===== config.mk =====
export PLATFORM = sky130hd
export DESIGN_NAME = irq_arbiter
export DESIGN_NICKNAME = d
export VERILOG_FILES = /design/src/rtl/irq_pkg.sv /design/src/rtl/irq_ext_capture.sv /design/src/rtl/irq_sticky.sv /design/src/rtl/irq_pick.sv /design/src/rtl/irq_level_track.sv /design/src/rtl/irq_arbiter.sv
export SDC_FILE = /design/constraint.sdc
export NUM_CORES = 1
export LEC_CHECK = 0
export BUFFER_PORTS_ARGS = -buffer_cell sky130_fd_sc_hd__buf_2
export CORE_UTILIZATION = 47
export DETAILED_ROUTE_END_ITERATION = 8
export PLACE_DENSITY = 0.78
export SYNTH_ARGS = -nofsm -noshare
export SYNTH_HDL_FRONTEND = slang
export SYNTH_SLANG_ARGS = --single-unit

===== constraint.sdc =====
create_clock -name clk -period 2.1 [get_ports clk]
set_clock_uncertainty 0.2 [all_clocks]
set_input_delay 0.21 -clock clk [delete_from_list [all_inputs] [get_ports clk]]
set_output_delay 0.21 -clock clk [all_outputs]
set_load 0.05 [all_outputs]

===== src/rtl/irq_pkg.sv =====
package irq_pkg;
  localparam int NSRC     = 5;
  localparam int SRC_W    = 3;
  localparam int NEXT     = 2;
  localparam int IDX_SER  = 4;
  typedef logic [NSRC-1:0] src_vec_t;
endpackage


===== src/rtl/irq_ext_capture.sv =====
module irq_ext_capture (
  input  logic clk,
  input  logic rst,
  input  logic strobe,
  input  logic line_n,
  input  logic edge_mode,
  input  logic clr,
  output logic flag_d
);
  logic prev_q;
  logic flag_q;

  always_comb begin
    if (edge_mode)
      flag_d = (flag_q & ~clr) | (strobe & prev_q & ~line_n);
    else
      flag_d = strobe ? ~line_n : flag_q;
  end

  always_ff @(posedge clk) begin
    if (rst) begin
      prev_q <= 1'b1;
      flag_q <= 1'b0;
    end else begin
      flag_q <= flag_d;
      if (strobe) prev_q <= line_n;
    end
  end
endmodule


===== src/rtl/irq_sticky.sv =====
module irq_sticky (
  input  logic clk,
  input  logic rst,
  input  logic set,
  input  logic clr,
  output logic flag_d
);
  logic flag_q;

  // a new event wins over a clear in the same clock
  assign flag_d = (flag_q & ~clr) | set;

  always_ff @(posedge clk) begin
    if (rst) flag_q <= 1'b0;
    else     flag_q <= flag_d;
  end
endmodule


===== src/rtl/irq_pick.sv =====
module irq_pick #(
  parameter int W  = 5,
  parameter int IW = 3
) (
  input  logic [W-1:0]  req,
  output logic          any,
  output logic [IW-1:0] idx
);
  always_comb begin
    any = |req;
    idx = '0;
    for (int i = W - 1; i >= 0; i--) begin
      if (req[i]) idx = IW'(i);
    end
  end
endmodule


===== src/rtl/irq_level_track.sv =====
module irq_level_track (
  input  logic       clk,
  input  logic       rst,
  input  logic       grant,
  input  logic       grant_hi,
  input  logic       reti,
  output logic [1:0] in_svc
);
  logic [1:0] base;
  logic [1:0] add;

  always_comb begin
    base = in_svc;
    if (reti) base = in_svc[1] ? {1'b0, in_svc[0]} : 2'b00;
    add = 2'b00;
    if (grant) add = grant_hi ? 2'b10 : 2'b01;
  end

  always_ff @(posedge clk) begin
    if (rst) in_svc <= 2'b00;
    else     in_svc <= base | add;
  end
endmodule


===== src/rtl/irq_arbiter.sv =====
module irq_arbiter
  import irq_pkg::*;
#(
  parameter int              ADDR_W   = 16,
  parameter logic [15:0]     VEC_BASE = 16'h0003,
  parameter logic [15:0]     VEC_STEP = 16'h0008
) (
  input  logic              clk,
  input  logic              rst,
  input  logic [NSRC-1:0]   src_en,
  input  logic              glob_en,
  input  logic [NSRC-1:0]   src_hi,
  input  logic [NEXT-1:0]   ext_n,
  input  logic [NEXT-1:0]   ext_edge,
  input  logic [NEXT-1:0]   tmr_ovf,
  input  logic              ser_req,
  input  logic              mc_strobe,
  input  logic              last_cyc,
  input  logic              blk_instr,
  input  logic              reti,
  output logic              vec_req,
  output logic [SRC_W-1:0]  vec_src,
  output logic [ADDR_W-1:0] vec_addr,
  output logic [1:0]        in_svc
);
  localparam logic [ADDR_W-1:0] BASE_A = ADDR_W'(VEC_BASE);
  localparam logic [ADDR_W-1:0] STEP_A = ADDR_W'(VEC_STEP);

  src_vec_t          flag_d;
  src_vec_t          snap_q;
  src_vec_t          clr;
  src_vec_t          auto_clr;
  src_vec_t          armed;
  logic              hi_any, lo_any, take_hi, take_lo, go;
  logic [SRC_W-1:0]  hi_idx, lo_idx, sel;

  // even indices are external lines, odd indices below the serial slot are timers
  for (genvar g = 0; g < NEXT; g++) begin : g_pair
    irq_ext_capture u_ext (
      .clk(clk), .rst(rst), .strobe(mc_strobe), .line_n(ext_n[g]),
      .edge_mode(ext_edge[g]), .clr(clr[2*g]), .flag_d(flag_d[2*g])
    );
    irq_sticky u_tmr (
      .clk(clk), .rst(rst), .set(tmr_ovf[g]), .clr(clr[2*g+1]),
      .flag_d(flag_d[2*g+1])
    );
    assign auto_clr[2*g]   = ext_edge[g];
    assign auto_clr[2*g+1] = 1'b1;
  end
  assign flag_d[IDX_SER]   = ser_req;
  assign auto_clr[IDX_SER] = 1'b0;

  assign armed = snap_q & src_en & {NSRC{glob_en}};

  irq_pick #(.W(NSRC), .IW(SRC_W)) u_pick_hi (
    .req(armed & src_hi), .any(hi_any), .idx(hi_idx)
  );
  irq_pick #(.W(NSRC), .IW(SRC_W)) u_pick_lo (
    .req(armed & ~src_hi), .any(lo_any), .idx(lo_idx)
  );

  assign take_hi = hi_any & ~in_svc[1];
  assign take_lo = lo_any & (in_svc == 2'b00) & ~take_hi;
  assign go      = mc_strobe & last_cyc & ~blk_instr & (take_hi | take_lo);
  assign sel     = take_hi ? hi_idx : lo_idx;

  always_comb begin
    for (int i = 0; i < NSRC; i++)
      clr[i] = go && (sel == SRC_W'(i)) && auto_clr[i];
  end

  always_ff @(posedge clk) begin
    if (rst) begin
      snap_q   <= '0;
      vec_req  <= 1'b0;
      vec_src  <= '0;
      vec_addr <= '0;
    end else begin
      if (mc_strobe) snap_q <= flag_d;
      vec_req <= go;
      if (go) begin
        vec_src  <= sel;
        vec_addr <= BASE_A + STEP_A * ADDR_W'(sel);
      end
    end
  end

  irq_level_track u_track (
    .clk(clk), .rst(rst), .grant(go), .grant_hi(take_hi), .reti(reti),
    .in_svc(in_svc)
  );
endmodule


==> results.json, run 1 <==
{
  "seq_area_sq_um": 365,
  "cts_tree": "built",
  "setup_tns_ns": 0,
  "place_congestion": 0.926,
  "min_period_ns": 2.06,
  "diodes": 0,
  "crit_chain": "nand3_2 > o22a_4 > a311oi_4 > nand3b_2 > a211o_1 > a22o_1",
  "synth_area_leader_cell": "dfxtp_1",
  "detail_route.iter0.violations": 29,
  "firstDrtPassIters": 4,
  "critical_path_class": "reg -> reg",
  "grt_pass1_wl_microns": 4400,
  "antenna_found_initial": 0,
  "multi_input_area_sq_um": 676,
  "clkTransAtPathRegs_ns": 0.11,
  "ff2ff_path_depth": 6,
  "overflow": 0,
  "vias": 1163,
  "wire_per_inst_microns": 13.5,
  "synth_cell_types": 42,
  "drt-total-wl_microns": 2870,
  "synth.most_common_cell": "dfxtp_1",
  "yosys_warnings": 0,
  "synth_edf_count": 0,
  "dieArea_sq_mm": 0.00255,
  "crit_path_max_incr_delay_ns": 0.36,
  "clkSinkCount": 18,
  "rsz0062_at_grt": "true",
  "insertion_delay_ns": 0.30,
  "drc": 0,
  "fin_crit_sh": 0.982,
  "cts_max_path_buffers": 2,
  "path_depth": 6,
  "cellPowerDensity_mw_per_mm2": 503,
  "syn_to_final_growth_pct": 30.3,
  "synthDominantCellAreaShare": 0.325,
  "fp-row-count": 17,
  "via_per_inst": 5.49,
  "crit_family": "compound AO/OA/AOI/OAI gates",
  "place_ws_ns": -0.0435,
  "dp_hpwl_microns": 2110,
  "fp.dieH_microns": 50.5,
  "start_kind": "flop",
  "drive_gt1_frac": 0.380,
  "critPathMaxFanout": 4,
  "status": "finished, final reports clean",
  "worstPathArrival_ns": 2.06,
  "io_buffers": 34,
  "grt_max_degree": 19,
  "core_region_area_sq_mm": 0.00221,
  "synth_commonest_cells": "dfxtp_1 (18), buf_4 (15), nor2_1 (13)",
  "fillCellCount": 205,
  "hold_viol_final": 0,
  "leakage_uw": 0.000667,
  "crit_slowest_cell": "dfxtp_2",
  "syn_inst": 138,
  "crit_path_end_kind": "flop",
  "ios": 46,
  "regToRegStartpoint": "snap_q[1]$_SDFFE_PP0P_",
  "ys.flop_type": "dfxtp_1",
  "finalSetupViolCount": 0,
  "setup_slack_ns": 0.0368,
  "start_util": 0.501,
  "max_cap_viol_count": 0,
  "drv_slew": 0,
  "syn_area_sq_mm": 0.00111,
  "startpoint": "snap_q[1]$_SDFFE_PP0P_",
  "grt_usage": 0.229,
  "yosysSeqAreaShare": 0.325,
  "ys_seq_elements": 18,
  "hold_class": "in -> reg",
  "finalNetCount": 210,
  "worstPathRequired_ns": 2.10,
  "numCtsBuffers": 3,
  "synthTopCellsByArea": "dfxtp_1 (33%), buf_4 (10%), a21oi_1 (4.5%), nor2_1 (4.4%), nand2_1 (3.7%)",
  "worst_r2r_endpoint": "snap_q[0]$_SDFFE_PP0P_",
  "endpoint": "snap_q[0]$_SDFFE_PP0P_",
  "ir_drop_v": 0.000331,
  "clock.fmax_mhz": 485,
  "htreeDepth": 1,
  "cts_root_buf": "clkbuf_4",
  "syn_area_per_cell_sq_um": 8.02,
  "grt_pass1_vias": 1070,
  "die_x_microns": 50.5,
  "min-delay-start": "reti",
  "reg2reg_slack_ns": 0.04,
  "cp_num_buf_inv": 0,
  "synthArstFlopShare": 0,
  "fin_util": 0.652,
  "timing.hold.ws_ns": 0.0470,
  "drtAntennaViolNets": 0
}
per-layer routing:
metal | track usage | vias to the layer above | part of all wire
met4 | 0.0741 | 0 | 0.016
met3 | 0.0394 | 6 | 0.041
met1 | 0.258 | 560 | 0.44
met2 | 0.429 | 33 | 0.50
li1 | - | 564 | -
met5 | 0 | - | 0
cells by family (layout without fill, tap and decap cells):
| logic type | Yosys count | count (layout) | share of synthesized area |
|---|---|---|---|
| multiplexers | 2 | 2 | 0.0181 |
| AO/OA/AOI/OAI | 39 | 39 | 0.244 |
| buffers and inverters | 25 | 61 | 0.142 |
| other | 1 | 11 | 0.00339 |
| flip-flops | 18 | 18 | 0.325 |
| AND/OR/NAND/NOR | 53 | 53 | 0.267 |
final cells by class:
| class | instances | share of cell area |
|---|---|---|
| flip-flops and latches | 18 | 0.253 |
| multi-input cells | 105 | 0.468 |
| inverters | 6 | 0.0156 |
| clock buffers | 3 | 0.0156 |
| well taps | 28 | 0.0243 |
| repair buffers | 52 | 0.223 |
per-stage QoR:
stage,power (uW),std cells,instance area (sq um)
final,726,212,1440
after detailed placement,541,202,1300
after global routing,758,212,1440
after floorplan,506,148,1150
after CTS,717,211,1380
after global placement,536,202,1300
state kept, by name, indices dropped and copies added, names as in the netlist:
signal               flops
g_pair.u_ext.flag_q      2
g_pair.u_ext.prev_q      2
g_pair.u_tmr.flag_q      2
snap_q                   5
u_track.in_svc           2
vec_addr                 1
vec_req                  1
vec_src                  3
worst register-to-register path, cell delays in order, from the launching register on:
cell	delay (ns)
dfxtp_2	0.36
nand3_2	0.09
o22a_4	0.29
a311oi_4	0.34
nand3b_2	0.19
a211o_1	0.34
a22o_1	0.17
power by group:
part / internal [uW] / switching (uW)
logic: 65.0 / 118
registers: 358 / 10.7
clock network: 66.7 / 107
total: 490 / 236
repair_timing:
action	in CTS	in global routing
hold buffers	5	0
endpoints found under the hold margin	6	0
pin swaps	0	6
resized for setup	2	13
endpoints found under the setup margin	1	10
setup buffers	1	1
worst min-delay path by stage:
stage                                     endpoint  slack, ns  depth (start not counted)
3_5_place_dp                snap_q[4]$_SDFFE_PP0P_       0.26                          3
4_1_cts               u_track.in_svc[1]$_SDFF_PP0_       0.05                          4
2_1_floorplan  g_pair[1].u_ext.prev_q$_SDFFE_PP1P_       0.13                          1
3_3_place_gp                snap_q[4]$_SDFFE_PP0P_       0.25                          3
6_report              u_track.in_svc[1]$_SDFF_PP0_       0.05                          4
5_1_grt               u_track.in_svc[1]$_SDFF_PP0_       0.05                          4
cell usage in the layout (no fill, tap or decap), types with 2 or more instances in the layout:
| master | netlist | layout |
|---|---|---|
| buf_2 | 0 | 34 |
| dfxtp_1 | 18 | 14 |
| buf_4 | 15 | 12 |
| nor2_1 | 13 | 11 |
| nand2_1 | 11 | 11 |
| conb_1 | 1 | 11 |
| a21oi_1 | 10 | 10 |
| inv_1 | 6 | 6 |
| o21ai_0 | 5 | 5 |
| dlygate4sd3_1 | 0 | 5 |
| o21ai_1 | 4 | 4 |
| nor3_1 | 4 | 4 |
| dfxtp_2 | 0 | 4 |
| and4_1 | 3 | 3 |
| nand3_2 | 0 | 3 |
| nand2b_1 | 3 | 3 |
| clkbuf_4 | 0 | 3 |
| nand4_1 | 2 | 2 |
| nor2_2 | 1 | 2 |
| nand4b_1 | 2 | 2 |
| o22ai_1 | 2 | 2 |
| o21a_1 | 2 | 2 |
| nor3b_2 | 2 | 2 |
| a31oi_1 | 3 | 2 |
| mux2i_1 | 2 | 2 |
| a211o_1 | 2 | 2 |
No activity file was read; power rests on OpenSTA's default activity.
==> run 2: changes to the inputs <==
==> constraint.sdc (replaced) <==
create_clock -name clk -period 2.1 [get_ports clk]
set_clock_uncertainty 0.2 [all_clocks]
set_input_delay 0.315 -clock clk [delete_from_list [all_inputs] [get_ports clk]]
set_output_delay 0.315 -clock clk [all_outputs]
set_load 0.05 [all_outputs]
==> run 2 against run 1 <==
Against the previous run:
- worst setup slack better by 0.060 ns
- flip-flop and latch count unchanged
- sequential share of layout area up 1.0 points
- core utilization down 2.5 points
- critical endpoint is now vec_src[2]$_SDFFE_PP0N_
==> results.json, run 2 (synthesized netlist as in run 1, its figures left out) <==
{
  "crit_path_end_kind": "flop",
  "leakage_uw": 0.000653,
  "min_period_ns": 2.00,
  "dp_cells": 206,
  "worstPathRequired_ns": 2.13,
  "setup_slack_ns": 0.0969,
  "worstPathArrival_ns": 2.04,
  "rsz0062_at_grt": "false",
  "drv_slew": 0,
  "dp_hpwl_microns": 2180,
  "largest_register": "snap_q",
  "io_buffers": 34,
  "die_x_microns": 50.5,
  "place_ws_ns": -0.0796,
  "start_util": 0.501,
  "ios": 46,
  "cts_hold_buf": 0,
  "regToRegStartpoint": "snap_q[1]$_SDFFE_PP0P_",
  "firstDrtPassIters": 4,
  "finalNetCount": 207,
  "clock.fmax_mhz": 499,
  "diodes": 0,
  "drive_gt1_frac": 0.374,
  "critical_path_class": "reg -> reg",
  "finalSetupViolCount": 0,
  "dieArea_sq_mm": 0.00255,
  "top_regs": "snap_q (5), vec_src (3)",
  "clkTransAtPathRegs_ns": 0.10,
  "worst_r2r_endpoint": "vec_src[2]$_SDFFE_PP0N_",
  "syn_to_final_growth_pct": 25.3,
  "wire_per_inst_microns": 12.8,
  "clkSinkCount": 18,
  "drtAntennaViolNets": 0,
  "cts_tree": "built",
  "final_common_cell": "buf_2",
  "crit_path_max_incr_delay_ns": 0.39,
  "crit_slowest_cell": "or3_1",
  "fin_crit_sh": 0.954,
  "final_cell_mix": "buf_2 (34), buf_4 (15), dfxtp_1 (14)",
  "detail_route.iter0.violations": 14,
  "grt_pass1_wl_microns": 4490,
  "crit_chain": "nand3_1 > o22a_2 > a311oi_4 > buf_4 > nor2_2 > or3_1 > a21oi_2",
  "hold_viol_final": 0,
  "endpoint": "vec_src[2]$_SDFFE_PP0N_",
  "status": "finished, final reports clean",
  "ff2ff_path_depth": 7,
  "overflow": 0,
  "start_kind": "flop",
  "insertion_delay_ns": 0.29,
  "grt_pass1_vias": 1089,
  "max_cap_viol_count": 0,
  "critPathMaxFanout": 3,
  "fin_cells": 210,
  "largest_reg_flops": 5,
  "via_per_inst": 5.36,
  "core_region_area_sq_mm": 0.00221,
  "hold_class": "in -> reg",
  "cts_root_buf": "clkbuf_4",
  "grt_usage": 0.229,
  "fp.dieH_microns": 50.5,
  "startpoint": "snap_q[1]$_SDFFE_PP0P_",
  "timing.hold.ws_ns": 0.0576,
  "grt_max_degree": 19,
  "ir_drop_v": 0.000436,
  "antenna_found_initial": 0,
  "fp-row-count": 17,
  "drc": 0,
  "place_congestion": 0.898,
  "cellPowerDensity_mw_per_mm2": 540,
  "vias": 1125,
  "reg2reg_slack_ns": 0.1,
  "setup_tns_ns": 0,
  "numCtsBuffers": 3,
  "cts_max_path_buffers": 2,
  "drt-total-wl_microns": 2680,
  "htreeDepth": 1
}
run 2: routing by layer:
layer	vias up	part of all wire	global-route usage
met5	-	0	0
li1	562	-	-
met4	0	0.0045	0.0417
met2	34	0.54	0.438
met1	527	0.41	0.256
met3	2	0.039	0.0515
run 2: through the flow:
stage	utilization	total power (uW)	area, sq um
floorplan	-	506	1150
global placement	0.601	537	1330
detailed placement	0.601	542	1330
CTS	0.617	750	1370
global route	0.627	788	1390
finish	0.627	749	1390
run 2: worst max-delay path: cells and delay by family, from the launching register on:
kind / cells / cell delay [ns]
AOI/OAI and AO/OA: 3 / 0.68
and+or+nand+nor: 3 / 0.53
DFF: 1 / 0.36
buffers and inverters: 1 / 0.18
run 2: timing repair:
| item | CTS | global route |
|---|---|---|
| resized for setup | 0 | 7 |
| setup buffers | 0 | 0 |
| hold endpoints to repair | 0 | 0 |
| endpoints found under the setup margin | 0 | 9 |
run 2: cell type report:
| type | instances | area, sq um |
|---|---|---|
| inverters | 6 | 22.5 |
| repair buffers | 49 | 283 |
| well taps | 28 | 35.0 |
| multi-input cells | 105 | 646 |
| flip-flops and latches | 18 | 365 |
| clock buffers | 4 | 36.3 |
| fillers | 219 | 825 |
run 2: how the worst min path moves through the flow:
stage                                        from  slack, ns  cells after the start                                  end
after floorplan                          ext_n[1]       0.24                      1  g_pair[1].u_ext.prev_q$_SDFFE_PP1P_
after global placement    vec_src[1]$_SDFFE_PP0N_       0.26                      2              vec_src[1]$_SDFFE_PP0N_
after detailed placement  vec_src[1]$_SDFFE_PP0N_       0.26                      2              vec_src[1]$_SDFFE_PP0N_
after CTS                              tmr_ovf[0]       0.05                      3    g_pair[0].u_tmr.flag_q$_SDFF_PP0_
after global routing                   tmr_ovf[0]       0.05                      3    g_pair[0].u_tmr.flag_q$_SDFF_PP0_
final                                  tmr_ovf[0]       0.06                      3    g_pair[0].u_tmr.flag_q$_SDFF_PP0_
run 2: power breakdown:
group	leakage (uW)	total [uW]	switching [uW]	internal (uW)
Clock	0.0000210	211	105	106
Combinational	0.000482	170	114	55.3
Sequential	0.000149	369	10.4	358
==> run 3: changes to the inputs <==
--- a/config.mk
+++ b/config.mk
@@ -6,9 +6,10 @@
 export NUM_CORES = 1
 export LEC_CHECK = 0
 export BUFFER_PORTS_ARGS = -buffer_cell sky130_fd_sc_hd__buf_2
-export CORE_UTILIZATION = 47
+export CORE_UTILIZATION = 49
+export CTS_BUF_LIST = sky130_fd_sc_hd__clkbuf_4
 export DETAILED_ROUTE_END_ITERATION = 8
-export PLACE_DENSITY = 0.78
+export PLACE_DENSITY = 0.8
 export SYNTH_ARGS = -nofsm -noshare
 export SYNTH_HDL_FRONTEND = slang
 export SYNTH_SLANG_ARGS = --single-unit
==> run 3 against run 2 <==
Against the previous run:
- non-clock buffer count down 1
- fmax decreased by 4.6%
- combinational power is essentially flat
- critical path depth is 1 lower
- global-route usage rose by 0.34 points
- routed wire length fell by 4.8%
- largest power group unchanged
- power is 4.2% lower
- highest routed layer unchanged
- clock power fell by 15%
- flip-flop and latch count stayed put
- worst hold slack is essentially flat
==> results.json, run 3 (synthesized netlist as in run 1, its figures left out) <==
{
  "grt_max_degree": 19,
  "grt_pass1_vias": 1067,
  "numCtsBuffers": 3,
  "leakage_uw": 0.000643,
  "insertion_delay_ns": 0.29,
  "finalNetCount": 206,
  "core_region_area_sq_mm": 0.00204,
  "clkSinkCount": 18,
  "fp-row-count": 16,
  "htreeDepth": 1,
  "vias": 1105,
  "overflow": 0,
  "top_regs": "snap_q (5), vec_src (3)",
  "fin_crit_sh": 1.00,
  "firstDrtPassIters": 4,
  "grt_pass1_wl_microns": 4510,
  "setup_slack_ns": 0.000938,
  "finalInstanceArea_sq_mm": 0.00136,
  "via_per_inst": 5.31,
  "min_period_ns": 2.10,
  "status": "finished, final reports clean",
  "detail_route.iter0.violations": 28,
  "fillCellCount": 184,
  "critical_path_class": "reg -> reg",
  "wire_per_inst_microns": 12.3,
  "io_buffers": 34,
  "start_util": 0.542,
  "cts_max_path_buffers": 2,
  "start_kind": "flop",
  "fp.dieH_microns": 49.5,
  "dieArea_sq_mm": 0.00245,
  "hold_class": "in -> reg",
  "place_congestion": 1.00,
  "cellPowerDensity_mw_per_mm2": 527,
  "regToRegStartpoint": "snap_q[1]$_SDFFE_PP0P_",
  "syn_to_final_growth_pct": 22.8,
  "largest_reg_flops": 5,
  "drt-total-wl_microns": 2550,
  "drive_gt1_frac": 0.343,
  "clock.fmax_mhz": 476,
  "place_ws_ns": -0.127,
  "multi_input_area_sq_um": 641,
  "final_cell_mix": "buf_2 (34), dfxtp_1 (17), buf_4 (14)",
  "placed_cell_area_sq_mm": 0.00131,
  "critPathMaxFanout": 4,
  "grt_usage": 0.233,
  "hold_viol_final": 0,
  "cts_hold_buf": 0,
  "dp_hpwl_microns": 2070,
  "min-delay-start": "ser_req",
  "cts_tree": "built",
  "clkTransAtPathRegs_ns": 0.11,
  "fin_util": 0.666,
  "drv_slew": 0,
  "cts_root_buf": "clkbuf_4",
  "p_total_uw": 717,
  "worstPathRequired_ns": 2.10,
  "largest_register": "snap_q",
  "final_common_cell": "buf_2",
  "drc": 0,
  "startpoint": "snap_q[1]$_SDFFE_PP0P_",
  "rsz0062_at_grt": "true",
  "diodes": 0,
  "drtAntennaViolNets": 0,
  "finalSetupViolCount": 0,
  "ir_drop_v": 0.000310,
  "worstPathArrival_ns": 2.10,
  "crit_path_end_kind": "flop",
  "dp_cells": 203,
  "die_x_microns": 49.5,
  "max_cap_viol_count": 0,
  "antenna_found_initial": 0,
  "seq_area_sq_um": 362,
  "ios": 46,
  "fin_cells": 208
}
run 3: changes by cell type in the layout (fill, tap and decap cells not counted):
cell / change
buf_4: -1
a211oi_2: -1
a211oi_1: +1
dfxtp_1: +3
clkbuf_8: -1
clkinv_1: +1
dfxtp_2: -3
run 3: metrics by stage:
stage                     hold WS (ns)  TNS, ns
after floorplan                  0.237        0
after global placement           0.250   -0.263
after detailed placement         0.258   -0.625
after CTS                       0.0542        0
after global routing            0.0547   -0.187
final                           0.0580        0
run 3: critical path: stages (launching register included):
cell and delay, ns:
dfxtp_1 0.38, nand3_1 0.10, o22a_2 0.27, a311oi_4 0.40
nand3b_2 0.16, a211o_1 0.33, a22o_1 0.17
run 3: repair_timing:
action	4_1_cts	5_1_grt
gates resized for setup	0	3
endpoints found under the setup margin	0	6
setup buffers	0	1
run 3: power breakdown:
part	total [uW]	internal, uW	switching [uW]	leakage (uW)
registers	368	357	10.4	0.000148
clock network	180	69.2	111	0.0000154
logic	170	56.2	113	0.000479
total	717	483	235	0.000643
run 3: path summary, 6_finish.rpt:
| kind | end | slack (ns) | cells after the start |
|---|---|---|---|
| worst min-delay path | snap_q[4]$_SDFFE_PP0P_ | 0.06 | 3 |
| worst min register to register | vec_src[1]$_SDFFE_PP0N_ | 0.27 | 2 |
| worst max-delay path | snap_q[0]$_SDFFE_PP0P_ | 0.0009 | 6 |
| worst max register to register | snap_q[0]$_SDFFE_PP0P_ | 0.0009 | 6 |
run 3: layout make-up:
class                           count  share of cell area
Clock buffer                        3              0.0166
Timing Repair Buffer               48               0.202
Sequential cell                    18               0.266
Tap cell                           27              0.0248
Multi-Input combinational cell    105               0.471
Inverter                            6              0.0166
Clock inverter                      1             0.00276
run 3: metal layers:
layer,global-route usage,vias to the layer above,part of all wire
met4,0.0810,0,0.011
li1,-,555,-
met3,0.0278,6,0.056
met5,0,-,0
met2,0.410,47,0.49
met1,0.288,497,0.45
